$ cat src/rtl/usb2phy_seq_pkg.sv
package usb2phy_seq_pkg;

  typedef enum logic [3:0] {
    ST_IDLE       = 4'd0,
    ST_REF_SETTLE = 4'd1,
    ST_POR_SETTLE = 4'd2,
    ST_CFG_WRITE  = 4'd3,
    ST_PCLK_SETTLE= 4'd4,
    ST_UTMI_SETTLE= 4'd5,
    ST_READY      = 4'd6,
    ST_DN_UTMI    = 4'd7,
    ST_DN_POR     = 4'd8
  } seq_state_e;

  // Clock cycles spent in a settle step of the given length.
  function automatic int unsigned settle_cycles(input int unsigned us,
                                                input int unsigned clk_mhz);
    return us * clk_mhz;
  endfunction

  // Width able to hold the largest of four microsecond limits.
  function automatic int unsigned us_width(input int unsigned a, input int unsigned b,
                                           input int unsigned c, input int unsigned d);
    int unsigned m;
    m = a;
    if (b > m) m = b;
    if (c > m) m = c;
    if (d > m) m = d;
    return (m < 2) ? 1 : $clog2(m + 1);
  endfunction

  // Power-on reset is released in these states.
  function automatic logic por_free(input seq_state_e s);
    return (s == ST_POR_SETTLE) || (s == ST_CFG_WRITE) || (s == ST_PCLK_SETTLE) ||
           (s == ST_UTMI_SETTLE) || (s == ST_READY) || (s == ST_DN_UTMI);
  endfunction

  // UTMI reset of the selected port is released in these states.
  function automatic logic utmi_free(input seq_state_e s);
    return (s == ST_UTMI_SETTLE) || (s == ST_READY);
  endfunction

endpackage

$ cat src/rtl/usb2phy_us_timer.sv
module usb2phy_us_timer #(
  parameter int unsigned CLK_MHZ = 200,
  parameter int unsigned US_W    = 11
) (
  input  logic            clk,
  input  logic            rst_n,
  input  logic            clr,
  input  logic [US_W-1:0] limit_us,
  output logic            expired
);
  localparam int unsigned PRE_W = (CLK_MHZ > 1) ? $clog2(CLK_MHZ) : 1;
  localparam logic [PRE_W-1:0] PRE_LAST = PRE_W'(CLK_MHZ - 1);

  logic [PRE_W-1:0] pre_q;
  logic [US_W-1:0]  us_q;
  logic             us_tick;

  assign us_tick = (pre_q == PRE_LAST);

  always_ff @(posedge clk or negedge rst_n) begin
    if (!rst_n) begin
      pre_q <= '0;
      us_q  <= '0;
    end else if (clr) begin
      pre_q <= '0;
      us_q  <= '0;
    end else if (us_tick) begin
      pre_q <= '0;
      us_q  <= us_q + 1'b1;
    end else begin
      pre_q <= pre_q + 1'b1;
    end
  end

  // Fires on the last cycle of the limit_us-th microsecond since clr.
  assign expired = us_tick && (limit_us != '0) && (us_q == limit_us - US_W'(1));

endmodule

$ cat src/rtl/usb2phy_port_rst.sv
module usb2phy_port_rst #(
  parameter int unsigned NPORTS = 2,
  parameter int unsigned PORT_W = 1
) (
  input  logic              release_i,
  input  logic [PORT_W-1:0] sel,
  output logic [NPORTS-1:0] rst_n
);
  for (genvar i = 0; i < NPORTS; i++) begin : g_port
    assign rst_n[i] = release_i && (sel == PORT_W'(i));
  end
endmodule

$ cat src/rtl/usb2phy_pwrup_seq.sv
module usb2phy_pwrup_seq
  import usb2phy_seq_pkg::*;
#(
  parameter int unsigned NPORTS     = 2,
  parameter int unsigned CLK_MHZ    = 200,
  parameter int unsigned REF_US     = 100,
  parameter int unsigned POR_US     = 300,
  parameter int unsigned PCLK_US    = 2000,
  parameter int unsigned UTMI_US    = 2000,
  parameter logic [7:0]  CFG_ADDR   = 8'h06,
  parameter int unsigned CLK_EN_BIT = 2
) (
  input  logic                                      clk,
  input  logic                                      rst_n,
  input  logic                                      start_req,
  input  logic [((NPORTS > 1) ? $clog2(NPORTS) : 1)-1:0] start_port,
  input  logic                                      stop_req,
  output logic                                      ref_clk_en,
  output logic                                      por_rst_n,
  output logic [NPORTS-1:0]                         utmi_rst_n,
  output logic                                      cfg_wr_req,
  input  logic                                      cfg_wr_ack,
  output logic [2:0]                                cfg_port,
  output logic [7:0]                                cfg_addr,
  output logic [7:0]                                cfg_data,
  output logic                                      seq_done
);
  localparam int unsigned PORT_W = (NPORTS > 1) ? $clog2(NPORTS) : 1;
  localparam int unsigned US_W   = us_width(REF_US, POR_US, PCLK_US, UTMI_US);

  seq_state_e        state_q, state_d;
  logic [PORT_W-1:0] port_q;
  logic [US_W-1:0]   limit_us;
  logic              step_expired;

  // Named internal events.
  logic launch_accept, teardown_accept, step_change, write_taken;

  assign launch_accept   = (state_q == ST_IDLE)  && start_req;
  assign teardown_accept = (state_q == ST_READY) && stop_req;
  assign write_taken     = (state_q == ST_CFG_WRITE) && cfg_wr_ack;
  assign step_change     = (state_d != state_q);

  always_comb begin
    unique case (state_q)
      ST_REF_SETTLE:  limit_us = US_W'(REF_US);
      ST_POR_SETTLE:  limit_us = US_W'(POR_US);
      ST_PCLK_SETTLE: limit_us = US_W'(PCLK_US);
      ST_UTMI_SETTLE: limit_us = US_W'(UTMI_US);
      default:        limit_us = '0;
    endcase
  end

  usb2phy_us_timer #(.CLK_MHZ(CLK_MHZ), .US_W(US_W)) timer_i (
    .clk      (clk),
    .rst_n    (rst_n),
    .clr      (step_change),
    .limit_us (limit_us),
    .expired  (step_expired)
  );

  always_comb begin
    state_d = state_q;
    case (state_q)
      ST_IDLE:        if (launch_accept)   state_d = ST_REF_SETTLE;
      ST_REF_SETTLE:  if (step_expired)    state_d = ST_POR_SETTLE;
      ST_POR_SETTLE:  if (step_expired)    state_d = ST_CFG_WRITE;
      ST_CFG_WRITE:   if (write_taken)     state_d = ST_PCLK_SETTLE;
      ST_PCLK_SETTLE: if (step_expired)    state_d = ST_UTMI_SETTLE;
      ST_UTMI_SETTLE: if (step_expired)    state_d = ST_READY;
      ST_READY:       if (teardown_accept) state_d = ST_DN_UTMI;
      ST_DN_UTMI:                          state_d = ST_DN_POR;
      ST_DN_POR:                           state_d = ST_IDLE;
      default:                             state_d = ST_IDLE;
    endcase
  end

  always_ff @(posedge clk or negedge rst_n) begin
    if (!rst_n) begin
      state_q <= ST_IDLE;
      port_q  <= '0;
    end else begin
      state_q <= state_d;
      if (launch_accept) port_q <= start_port;
    end
  end

  assign ref_clk_en = (state_q != ST_IDLE);
  assign por_rst_n  = por_free(state_q);
  assign cfg_wr_req = (state_q == ST_CFG_WRITE);
  assign seq_done   = (state_q == ST_READY);
  assign cfg_port   = 3'd0;
  assign cfg_addr   = CFG_ADDR;
  assign cfg_data   = 8'(1) << CLK_EN_BIT;

  usb2phy_port_rst #(.NPORTS(NPORTS), .PORT_W(PORT_W)) port_rst_i (
    .release_i (utmi_free(state_q)),
    .sel       (port_q),
    .rst_n     (utmi_rst_n)
  );

  // Assertions
  p_por_needs_clk_r10: assert property (@(posedge clk) disable iff (!rst_n)
    por_rst_n |-> ref_clk_en);
  p_utmi_needs_por_r10: assert property (@(posedge clk) disable iff (!rst_n)
    (|utmi_rst_n) |-> por_rst_n);
  p_one_port_r6: assert property (@(posedge clk) disable iff (!rst_n)
    $onehot0(utmi_rst_n));
  p_write_held_r5: assert property (@(posedge clk) disable iff (!rst_n)
    (cfg_wr_req && !cfg_wr_ack) |=> cfg_wr_req);
  p_done_released_r7: assert property (@(posedge clk) disable iff (!rst_n)
    seq_done |-> (|utmi_rst_n));
  p_utmi_before_por_r9: assert property (@(posedge clk) disable iff (!rst_n)
    $fell(por_rst_n) |-> (utmi_rst_n == '0));
  p_por_before_clk_r9: assert property (@(posedge clk) disable iff (!rst_n)
    $fell(ref_clk_en) |-> !por_rst_n);
  p_stop_needs_done_r8: assert property (@(posedge clk) disable iff (!rst_n)
    (stop_req && !seq_done && por_rst_n && !$fell(seq_done)) |=> !($fell(por_rst_n)));

endmodule

$ cat config.mk
export PLATFORM = sky130hd
export DESIGN_NAME = usb2phy_pwrup_seq
export DESIGN_NICKNAME = d
export VERILOG_FILES = /design/src/rtl/usb2phy_seq_pkg.sv /design/src/rtl/usb2phy_us_timer.sv /design/src/rtl/usb2phy_port_rst.sv /design/src/rtl/usb2phy_pwrup_seq.sv
export SDC_FILE = /design/constraint.sdc
export NUM_CORES = 1
export LEC_CHECK = 0
export BUFFER_PORTS_ARGS = -buffer_cell sky130_fd_sc_hd__buf_4
export CAP_MARGIN = 20
export CORE_MARGIN = 1
export CORE_UTILIZATION = 40
export DETAILED_ROUTE_END_ITERATION = 10
export GPL_TIMING_DRIVEN = 0
export SLEW_MARGIN = 5
export SYNTH_ARGS = -nofsm -noshare
export SYNTH_HDL_FRONTEND = slang
export SYNTH_SLANG_ARGS = --single-unit
$ cat constraint.sdc
create_clock -name clk -period 1.6 [get_ports clk]
set_input_delay 0.32 -clock clk [delete_from_list [all_inputs] [get_ports clk]]
set_output_delay 0.32 -clock clk [all_outputs]
set_load 0.05 [all_outputs]
Yosys cells after proc, flatten, opt, wreduce, memory -nomap -nowiden. Cells that the tools add are included.

Latch bits: 0. Memory bits (read-only): 0. Register bits after elaboration: 24. Memories kept: 0. Input port bits: 6. Bits in writable memories: 0. Output and inout bits: 25. Word-level logic and storage cells: 49.

Reductions and logical operators: 18. Add/subtract/negate cells: 3. $lt $le $gt $ge: 0. Bitwise logic cells: 1. Shift operators: 0. Equality and inequality tests: 10. Divide/modulo/power cells: 0. Muxes and demuxes: 13. $mul: 0.

Operators by type and width (count): $pmux W11 S3 (1); $pmux W4 S8 (1); $mux W4 (7); $mux W11 (2); $eq A4 B3 Y1 const B (4); $mux W8 (2); $add A11 B1 Y11 const B (1); $eq A11 B11 Y1 (1); $reduce_bool A11 Y1 (1); $sub A11 B1 Y11 const B (1); $add A8 B1 Y8 const B (1); $eq A4 B2 Y1 const B (2); $eq A8 B8 Y1 const B (1); $logic_and A1 B1 Y1 (7); $logic_or A1 B1 Y1 (6); $eq A4 B1 Y1 const B (1); $logic_not A4 Y1 (1); $ne A4 B4 Y1 (1); $reduce_bool A4 Y1 (1); $reduce_bool A2 Y1 (1); $reduce_or A2 Y1 (1); $not A1 Y1 (1).

Longest topological paths before layout. Gate-level depths: netlist (run 1).

Depth after elaboration: 10. Depth in mapped cells: 8. Depth with buffers taken out: 6.

Modules after synthesis. A second synthesis (run 1) with hierarchy kept.

Cells, all modules: 226. Area total of the unflattened synthesis: 1920.6 um^2.

Modules (own cells, without submodules): usb2phy_us_timer (area an instance 1355.0 um^2, cells each 152, times used 1, seq. area each 475.5 um^2); usb2phy_pwrup_seq (area an instance 549.3 um^2, cells each 72, times used 1, seq. area each 125.1 um^2); usb2phy_port_rst (area an instance 16.3 um^2, cells each 2, times used 1, seq. area each 0.0 um^2).

Worst setup path before layout (run 1). Ideal clock, no wire load.

Path kind: register to output. Start point: register state_q[2]. End point: output port utmi_rst_n[1]. Arrival: 1.957 ns. Setup slack: -0.677 ns. Cell stages (with the launch flop): 5. Buffers on the path: 2. Required time: 1.280 ns. Path through: dfrtp_1 > buf_2 > buf_2 > nand2_1 > nor3b_1.

Cells in the longest elaborated chain, start to end: 3. Elaborated cells on any way between the ends: 4. Those cells by class: eq/ne: 2; reduce/logical: 2.

Ends and longest elaborated chain: start: declaration (RTL line usb2phy_pwrup_seq.sv:31) `seq_state_e state_q, state_d;`; start signal: assignment (RTL line usb2phy_pwrup_seq.sv:83) `state_q <= state_d;`; $eq A4 B3 Y1 (RTL line usb2phy_seq_pkg.sv:40) `return (s == ST_UTMI_SETTLE) || (s == ST_READY);`; $logic_or A1 B1 Y1 (*) (RTL line usb2phy_seq_pkg.sv:40); $logic_and A1 B1 Y1 (*) (RTL line usb2phy_port_rst.sv:10) `assign rst_n[i] = release_i && (sel == PORT_W'(i));`; end: declaration (RTL line usb2phy_pwrup_seq.sv:20) `output logic [NPORTS-1:0] utmi_rst_n,`.

Mark *: on every way between the ends. The rest lies on a longest branch, timed or not.

Worst setup path after layout (run 1).
Start point: register state_q[0]. End point: register timer_i.pre_q[2].

Cells in the longest elaborated chain, start to end: 10. Elaborated cells on any way between the ends: 28. Those cells by class: add/sub: 1; eq/ne: 9; mux: 10; reduce/logical: 8.

Ends and longest elaborated chain: $eq A4 B3 Y1 (RTL line usb2phy_pwrup_seq.sv:45, usb2phy_pwrup_seq.sv:64); $reduce_or A2 Y1 (no source line); $pmux W11 S3 (RTL line usb2phy_pwrup_seq.sv:45) `unique case (state_q)`; $sub A11 B1 Y11 / $reduce_bool A11 Y1 (equally long branches) (RTL line usb2phy_us_timer.sv:36) `assign expired = us_tick && (limit_us != '0) && (us_q == limit_us - US_W'(1));`; $eq A11 B11 Y1 / $logic_and A1 B1 Y1 (equally long branches) (RTL line usb2phy_us_timer.sv:36); $logic_and A1 B1 Y1 (RTL line usb2phy_us_timer.sv:36); $mux W4, on equally long branches; $pmux W4 S8 (RTL line usb2phy_pwrup_seq.sv:64) `case (state_q)`; $ne A4 B4 Y1 (*) (RTL line usb2phy_pwrup_seq.sv:42) `assign step_change = (state_d != state_q);`; $mux W8 (*) (RTL line usb2phy_us_timer.sv:24) `end else if (clr) begin`; end signal: assignment (RTL line usb2phy_us_timer.sv:31) `pre_q <= pre_q + 1'b1;`; end: declaration (RTL line usb2phy_us_timer.sv:14) `logic [PRE_W-1:0] pre_q;`.

Marks and branches as above. A chain may end at the register's enable or synchronous reset.

==> flow_summary_export.csv, run 1 <==
group,metric,value,unit
placed_design,place_inst,244,
cts,root_buffer,"clkbuf_8",
critical_path,worstPathArrival,2030,ps
logic_synthesis,synth_top_area_cell,"dfrtp_1",
routing,wirelength,3.71,mm
critical_path,cp.required,1800,ps
timing,slew_viol_final,0,
logic_synthesis,synthFlopType,"dfrtp_1",
logic_synthesis,yosys_warnings,0,
die,die-area,4210,sq um
cts,cts.sinks,24,
die,initial_core_util,0.426,
global_routing,antenna_found_initial,0,
timing,fin_worst_skew,3.96,ps
logic_synthesis,syn_inst,168,
logic_synthesis,synth_top_area_frac,0.379,
logic_synthesis,ys_top_cells_by_count,"24 x dfrtp_1, 21 x nor2_1, 19 x buf_4, 10 x nand2_1, 10 x xor2_1",
global_routing,grt_max_degree,25,
logic_synthesis,netlist_area,1580,sq um
routing,wire_per_inst,14.0,microns
cts,cts_buffer_depth,2,
timing,final.setup.worst_slack,-230,ps
critical_path,cpPeakStageDelay,540,ps
placed_design,io_buffers,11,
finish,fin_cells,266,
logic_synthesis,async_flop_share,1.00,
finish,multiInputGateArea,1110,sq um
critical_path,worst_setup_path_end_kind,"flop",
die,rows,22,
placed_design,place.gp.congestion,0.780,
critical_path,cp_cell_sequence,"buf_6, xnor2_4, or4_4, o211ai_4, o21ai_2, buf_6, buf_12, nor2_4",
timing,final.period_utilization,1.14,
logic_synthesis,synth_edf_count,0,
routing,vias,1317,
cts,clk_latency,260,ps
timing,fmax,546,MHz
cts,cts_tree,"done",
finish,nets,227,
die,chipHeight,64.9,microns
pwr,leakagePower,1.03,nW
pwr,vdd_drop_max,0.393,mV
timing,tns,-3220,ps
finish,drive_gt1_frac,0.482,
pwr,power.density,540,nW/um^2
timing,setup-violations-final,21,
timing,layout_min_cycle_time,1830,ps
die,ioPinCount,31,
finish,area_growth,47.1,%
routing,viasPerCell,4.95,
timing,rsz0062_at_grt,"true",
global_routing,grt_pass1_wl,5.53,mm
cts,clk_pin_slew,80,ps
global_routing,grt_usage,0.170,
critical_path,crit_top_cell,"buf_6",
cts,cts_made_buffers,3,
critical_path,r2r_slack,-230,ps
logic_synthesis,synth.area.top_cells,"dfrtp_1 38%, buf_4 9.0%, xor2_1 5.5%, nor2_1 5.0%, xnor2_1 5.0%",
worst_hold_path,hp-class,"in2reg",
die,die_x,64.9,microns
cts,htreeDepth,1,
critical_path,cp_slowest_cell,"or4_4",
logic_synthesis,synth_cell_types,45,
routing,drt_first_pass_iters,5,
outcome,status,"complete, but fails checks",
placed_design,dp_hpwl,2.33,mm
critical_path,ff2ff_path_depth,8,
finish,register_area,602,sq um
finish,nFillCells,311,
critical_path,path_max_fanout,5,
die,coreArea,3720,sq um
timing,hold_viol,0,
global_routing,grt_pass1_vias,1221,
critical_path,path_class,"reg2reg",
global_routing,overflow,0,
finish,antenna_cells,0,
routing,drt_iter0_drc,32,
logic_synthesis,synth_most_common_cell,"dfrtp_1",
routing,drc,0,
outcome,violations,"negative setup slack",
job,maxCapViolations,0,
critical_path,cp-start-kind,"flop",
worst_hold_path,hold_depth,2,
routing,antenna_left,0,
logic_synthesis,syn_area_per_cell,9.42,sq um
logic_synthesis,synth-seq-area-share,0.379,
logic_synthesis,synth_seq_cells,24,
final timing paths:
path | from | endpoint
setup / recovery | state_q[0]$_DFF_PN0_ | timer_i.pre_q[2]$_DFF_PN0_
hold / removal | start_port | port_q$_DFFE_PN0P_
setup reg to reg | state_q[0]$_DFF_PN0_ | timer_i.pre_q[2]$_DFF_PN0_
hold reg to reg | timer_i.pre_q[0]$_DFF_PN0_ | timer_i.pre_q[0]$_DFF_PN0_
max in group asynchronous | rst_n | state_q[1]$_DFF_PN0_
min in group asynchronous | rst_n | timer_i.us_q[4]$_DFFE_PN0P_
cell usage in the layout (no fill, tap or decap), drive strengths merged, types with 2 or more instances in the layout:
cell / Yosys / routed
nor3: 3 / 3
dfrtp: 24 / 24
ha: 2 / 2
inv: 3 / 3
buf: 24 / 51
o31ai: 2 / 2
nand3: 6 / 6
o21ai: 2 / 2
nand4: 2 / 2
o32a: 2 / 2
nor2: 31 / 31
nand2b: 3 / 3
xnor2: 9 / 9
xor2: 10 / 10
nand2: 10 / 10
clkbuf: 1 / 6
conb: 2 / 19
nor3b: 5 / 5
and3: 7 / 7
power breakdown:
group	internal, mW	switching, mW	total [mW]
sequential	0.607	0.00129	0.608
combinational	0.0772	0.165	0.242
clock	0.219	0.187	0.406
registers in the layout (all words and copies together) (netlist names):
name and count:
port_q 1, state_q 4, timer_i.pre_q 8, timer_i.us_q 11
critical path, delay by kind of cell (launching register included):
family	cells	cell delay, ps
xor gates and xnor gates	1	170
and+or+nand+nor	2	610
DFF	1	380
buffers and inverters	3	420
AOI/OAI and AO/OA	2	200
what timing repair did:
item / 4_1_cts / 5_1_grt
hold buffers: 1 / 0
setup endpoints to repair: 27 / 27
gates resized for setup: 29 / 29
buffers inserted: 11 / 5
gates cloned: 1 / 1
pin swaps: 14 / 16
hold endpoints to repair: 24 / 0
routing by layer:
| metal | vias to the layer above | global-route usage | wire length, microns |
|---|---|---|---|
| met4 | 0 | 0.0333 | 61 |
| met5 | - | 0 | 0 |
| li1 | 639 | - | - |
| met2 | 39 | 0.305 | 1930 |
| met1 | 631 | 0.214 | 1580 |
| met3 | 8 | 0.0264 | 147 |
cell type report:
type / instances / area share
well taps: 48 / 0.0258
plain buffers: 25 / 0.0967
flip-flops and latches: 24 / 0.258
multi-input cells: 133 / 0.479
repair buffers: 29 / 0.112
inverters: 3 / 0.00484
clock buffers: 4 / 0.0236
cell families after synthesis:
family,after synthesis,share of synthesized area
flops,24,0.379
other cells,2,0.00474
buf+inv,28,0.123
simple gates,77,0.275
compound gates,14,0.0830
fa+ha+maj,2,0.0158
xor+xnor,19,0.105
mux,2,0.0134
through the flow:
step / power (mW) / utilization / instance area, sq um / hold slack [ps] / setup WS [ps]
2_1_floorplan: 0.792 / - / 1760 / 24.4 / -78.1
3_3_place_gp: 0.822 / 0.511 / 1900 / 233 / -237
3_5_place_dp: 0.824 / 0.511 / 1900 / 242 / -262
4_1_cts: 1.25 / 0.582 / 2160 / 286 / -218
5_1_grt: 1.32 / 0.627 / 2330 / 285 / -310
6_report: 1.26 / 0.627 / 2330 / 295 / -230
No activity file was read; power rests on OpenSTA's default activity.
==> inputs of run 2 (changes only) <==
==> constraint.sdc (replaced) <==
create_clock -name clk -period 1.6 [get_ports clk]
set_input_delay 0.32 -clock clk [delete_from_list [all_inputs] [get_ports clk]]
set_output_delay 0.32 -clock clk [all_outputs]
set_load 0.1 [all_outputs]
==> run 2 against run 1 <==
The flow still finishes with violations (negative setup slack). Final cell count grew 3.4%. Combinational power rose by 49%. Critical path type unchanged. Critical endpoint is now state_q[0]$_DFF_PN0_. Via count is 4.2% higher. Clock power shrank 7.9%. Fmax grew 0.61%. Count of clock-buffer cells in the layout unchanged. Core utilization is 4.7 points higher. Routed wire length increased by 5.7%.
==> flow_summary_export.csv, run 2 (synthesis results as in run 1) <==
group,metric,value,unit
cts,cts.sinks,24,
cts,cts_made_buffers,3,
critical_path,worstSetupStartpoint,"state_q[1]$_DFF_PN0_",
pwr,power.density,537,nW/um^2
timing,fin_worst_skew,7.85,ps
routing,wirelength,3.93,mm
finish,nets,236,
timing,final.setup.worst_slack,-219,ps
finish,nFillCells,280,
global_routing,grt_pass1_wl,6.23,mm
timing,final.period_utilization,1.14,
routing,wire_per_inst,14.3,microns
finish,area_growth,58.1,%
finish,fin_area,2500,sq um
placed_design,io_buffers,11,
routing,drt_first_pass_iters,4,
timing,rsz0062_at_grt,"true",
critical_path,cp-start-kind,"flop",
finish,regMostFlops,"timer_i.us_q",
cts,root_buffer,"clkbuf_8",
finish,multiInputGateArea,1150,sq um
global_routing,grt_max_degree,25,
worst_hold_path,min-delay-start,"start_port",
finish,register_area,602,sq um
critical_path,worst_setup_path_end_kind,"flop",
timing,hold_viol,0,
routing,drc,0,
critical_path,worstPathArrival,2010,ps
global_routing,antenna_found_initial,0,
die,die_x,64.9,microns
finish,drive_gt1_frac,0.511,
worst_hold_path,hp-class,"in2reg",
routing,vias,1372,
placed_design,dpl_cell_area,1920,sq um
pwr,vdd_drop_max,0.353,mV
die,coreArea,3720,sq um
global_routing,overflow,0,
placed_design,place.gp.congestion,0.852,
finish,antenna_cells,0,
finish,layout_common_cells,"38 x buf_4, 23 x dfrtp_1, 19 x conb_1",
outcome,status,"complete, but fails checks",
critical_path,cp.required,1790,ps
finish,fin_cells,275,
cts,htreeDepth,1,
timing,layout_min_cycle_time,1820,ps
global_routing,grt_pass1_vias,1319,
placed_design,dp_slack,-305,ps
finish,layout.cells.most_common,"buf_4",
die,die-area,4210,sq um
routing,viasPerCell,4.99,
placed_design,place_inst,244,
die,chipHeight,64.9,microns
timing,tns,-4500,ps
finish,largestRegisters,"timer_i.us_q (11), timer_i.pre_q (8), state_q (4)",
finish,largest_reg_flops,11,
critical_path,reg2reg_from,"state_q[1]$_DFF_PN0_",
critical_path,path_class,"reg2reg",
routing,antenna_left,0,
cts,clk_pin_slew,90,ps
cts,clk_latency,270,ps
timing,slew_viol_final,0,
outcome,violations,"negative setup slack",
global_routing,grt_usage,0.194,
timing,fmax,550,MHz
job,maxCapViolations,0,
routing,drt_iter0_drc,68,
placed_design,dp_hpwl,2.29,mm
die,ioPinCount,31,
die,initial_core_util,0.426,
pwr,leakagePower,1.10,nW
critical_path,path_max_fanout,5,
die,rows,22,
timing,setup-violations-final,27,
cts,cts_buffer_depth,2,
cts,cts_tree,"done",
run 2: final timing paths:
path                                          endpoint  slack, ps  depth (start not counted)
max                               state_q[0]$_DFF_PN0_       -220                          7
min                                 port_q$_DFFE_PN0P_        290                          2
max reg2reg                       state_q[0]$_DFF_PN0_       -220                          7
max in group asynchronous         state_q[1]$_DFF_PN0_        860                          2
min reg2reg                         port_q$_DFFE_PN0P_        600                          1
min in group asynchronous  timer_i.us_q[6]$_DFFE_PN0P_        480                          2
run 2: metrics by stage:
step | power (mW) | utilization | hold slack (ps)
5_1_grt | 1.39 | 0.673 | 294
3_5_place_dp | 0.935 | 0.518 | 234
2_1_floorplan | 0.904 | - | 24.4
4_1_cts | 1.33 | 0.618 | 286
6_report | 1.34 | 0.673 | 286
3_3_place_gp | 0.934 | 0.518 | 234
run 2: area by class of cell:
class	instances	area share
flip-flops and latches	24	0.240
inverters	3	0.00550
multi-input cells	133	0.459
well taps	48	0.0240
clock buffers	4	0.0180
repair buffers	38	0.167
plain buffers	25	0.0865
run 2: repair_timing:
action                                 in CTS  in global routing
setup endpoints to repair                  26                 27
gates cloned                                1                  0
hold buffers                                1                  0
resized for setup                          43                 22
pin swaps                                  27                 14
endpoints found under the hold margin      24                  0
buffers inserted                           13                 12
run 2: critical path: stages (launching register included):
cell and delay [ps]:
dfrtp_2 460, buf_6 150, buf_6 120, buf_6 120, xnor2_2 120, or3_1 360
o32a_1 340, o31ai_2 60
run 2: metal layers:
metal / wire length, microns / GRT usage / vias up
met1: 1610 / 0.251 / 659
met3: 200 / 0.0229 / 10
met4: 112 / 0.0806 / 0
met2: 2000 / 0.323 / 48
li1: - / - / 655
met5: 0 / 0 / -
run 2: report_power, final:
part / leakage [nW] / switching [mW] / total [mW] / internal, mW
logic: 0.770 / 0.274 / 0.361 / 0.0868
registers: 0.311 / 0.000594 / 0.608 / 0.607
clock network: 0.0228 / 0.196 / 0.374 / 0.178
total: 1.10 / 0.471 / 1.34 / 0.872
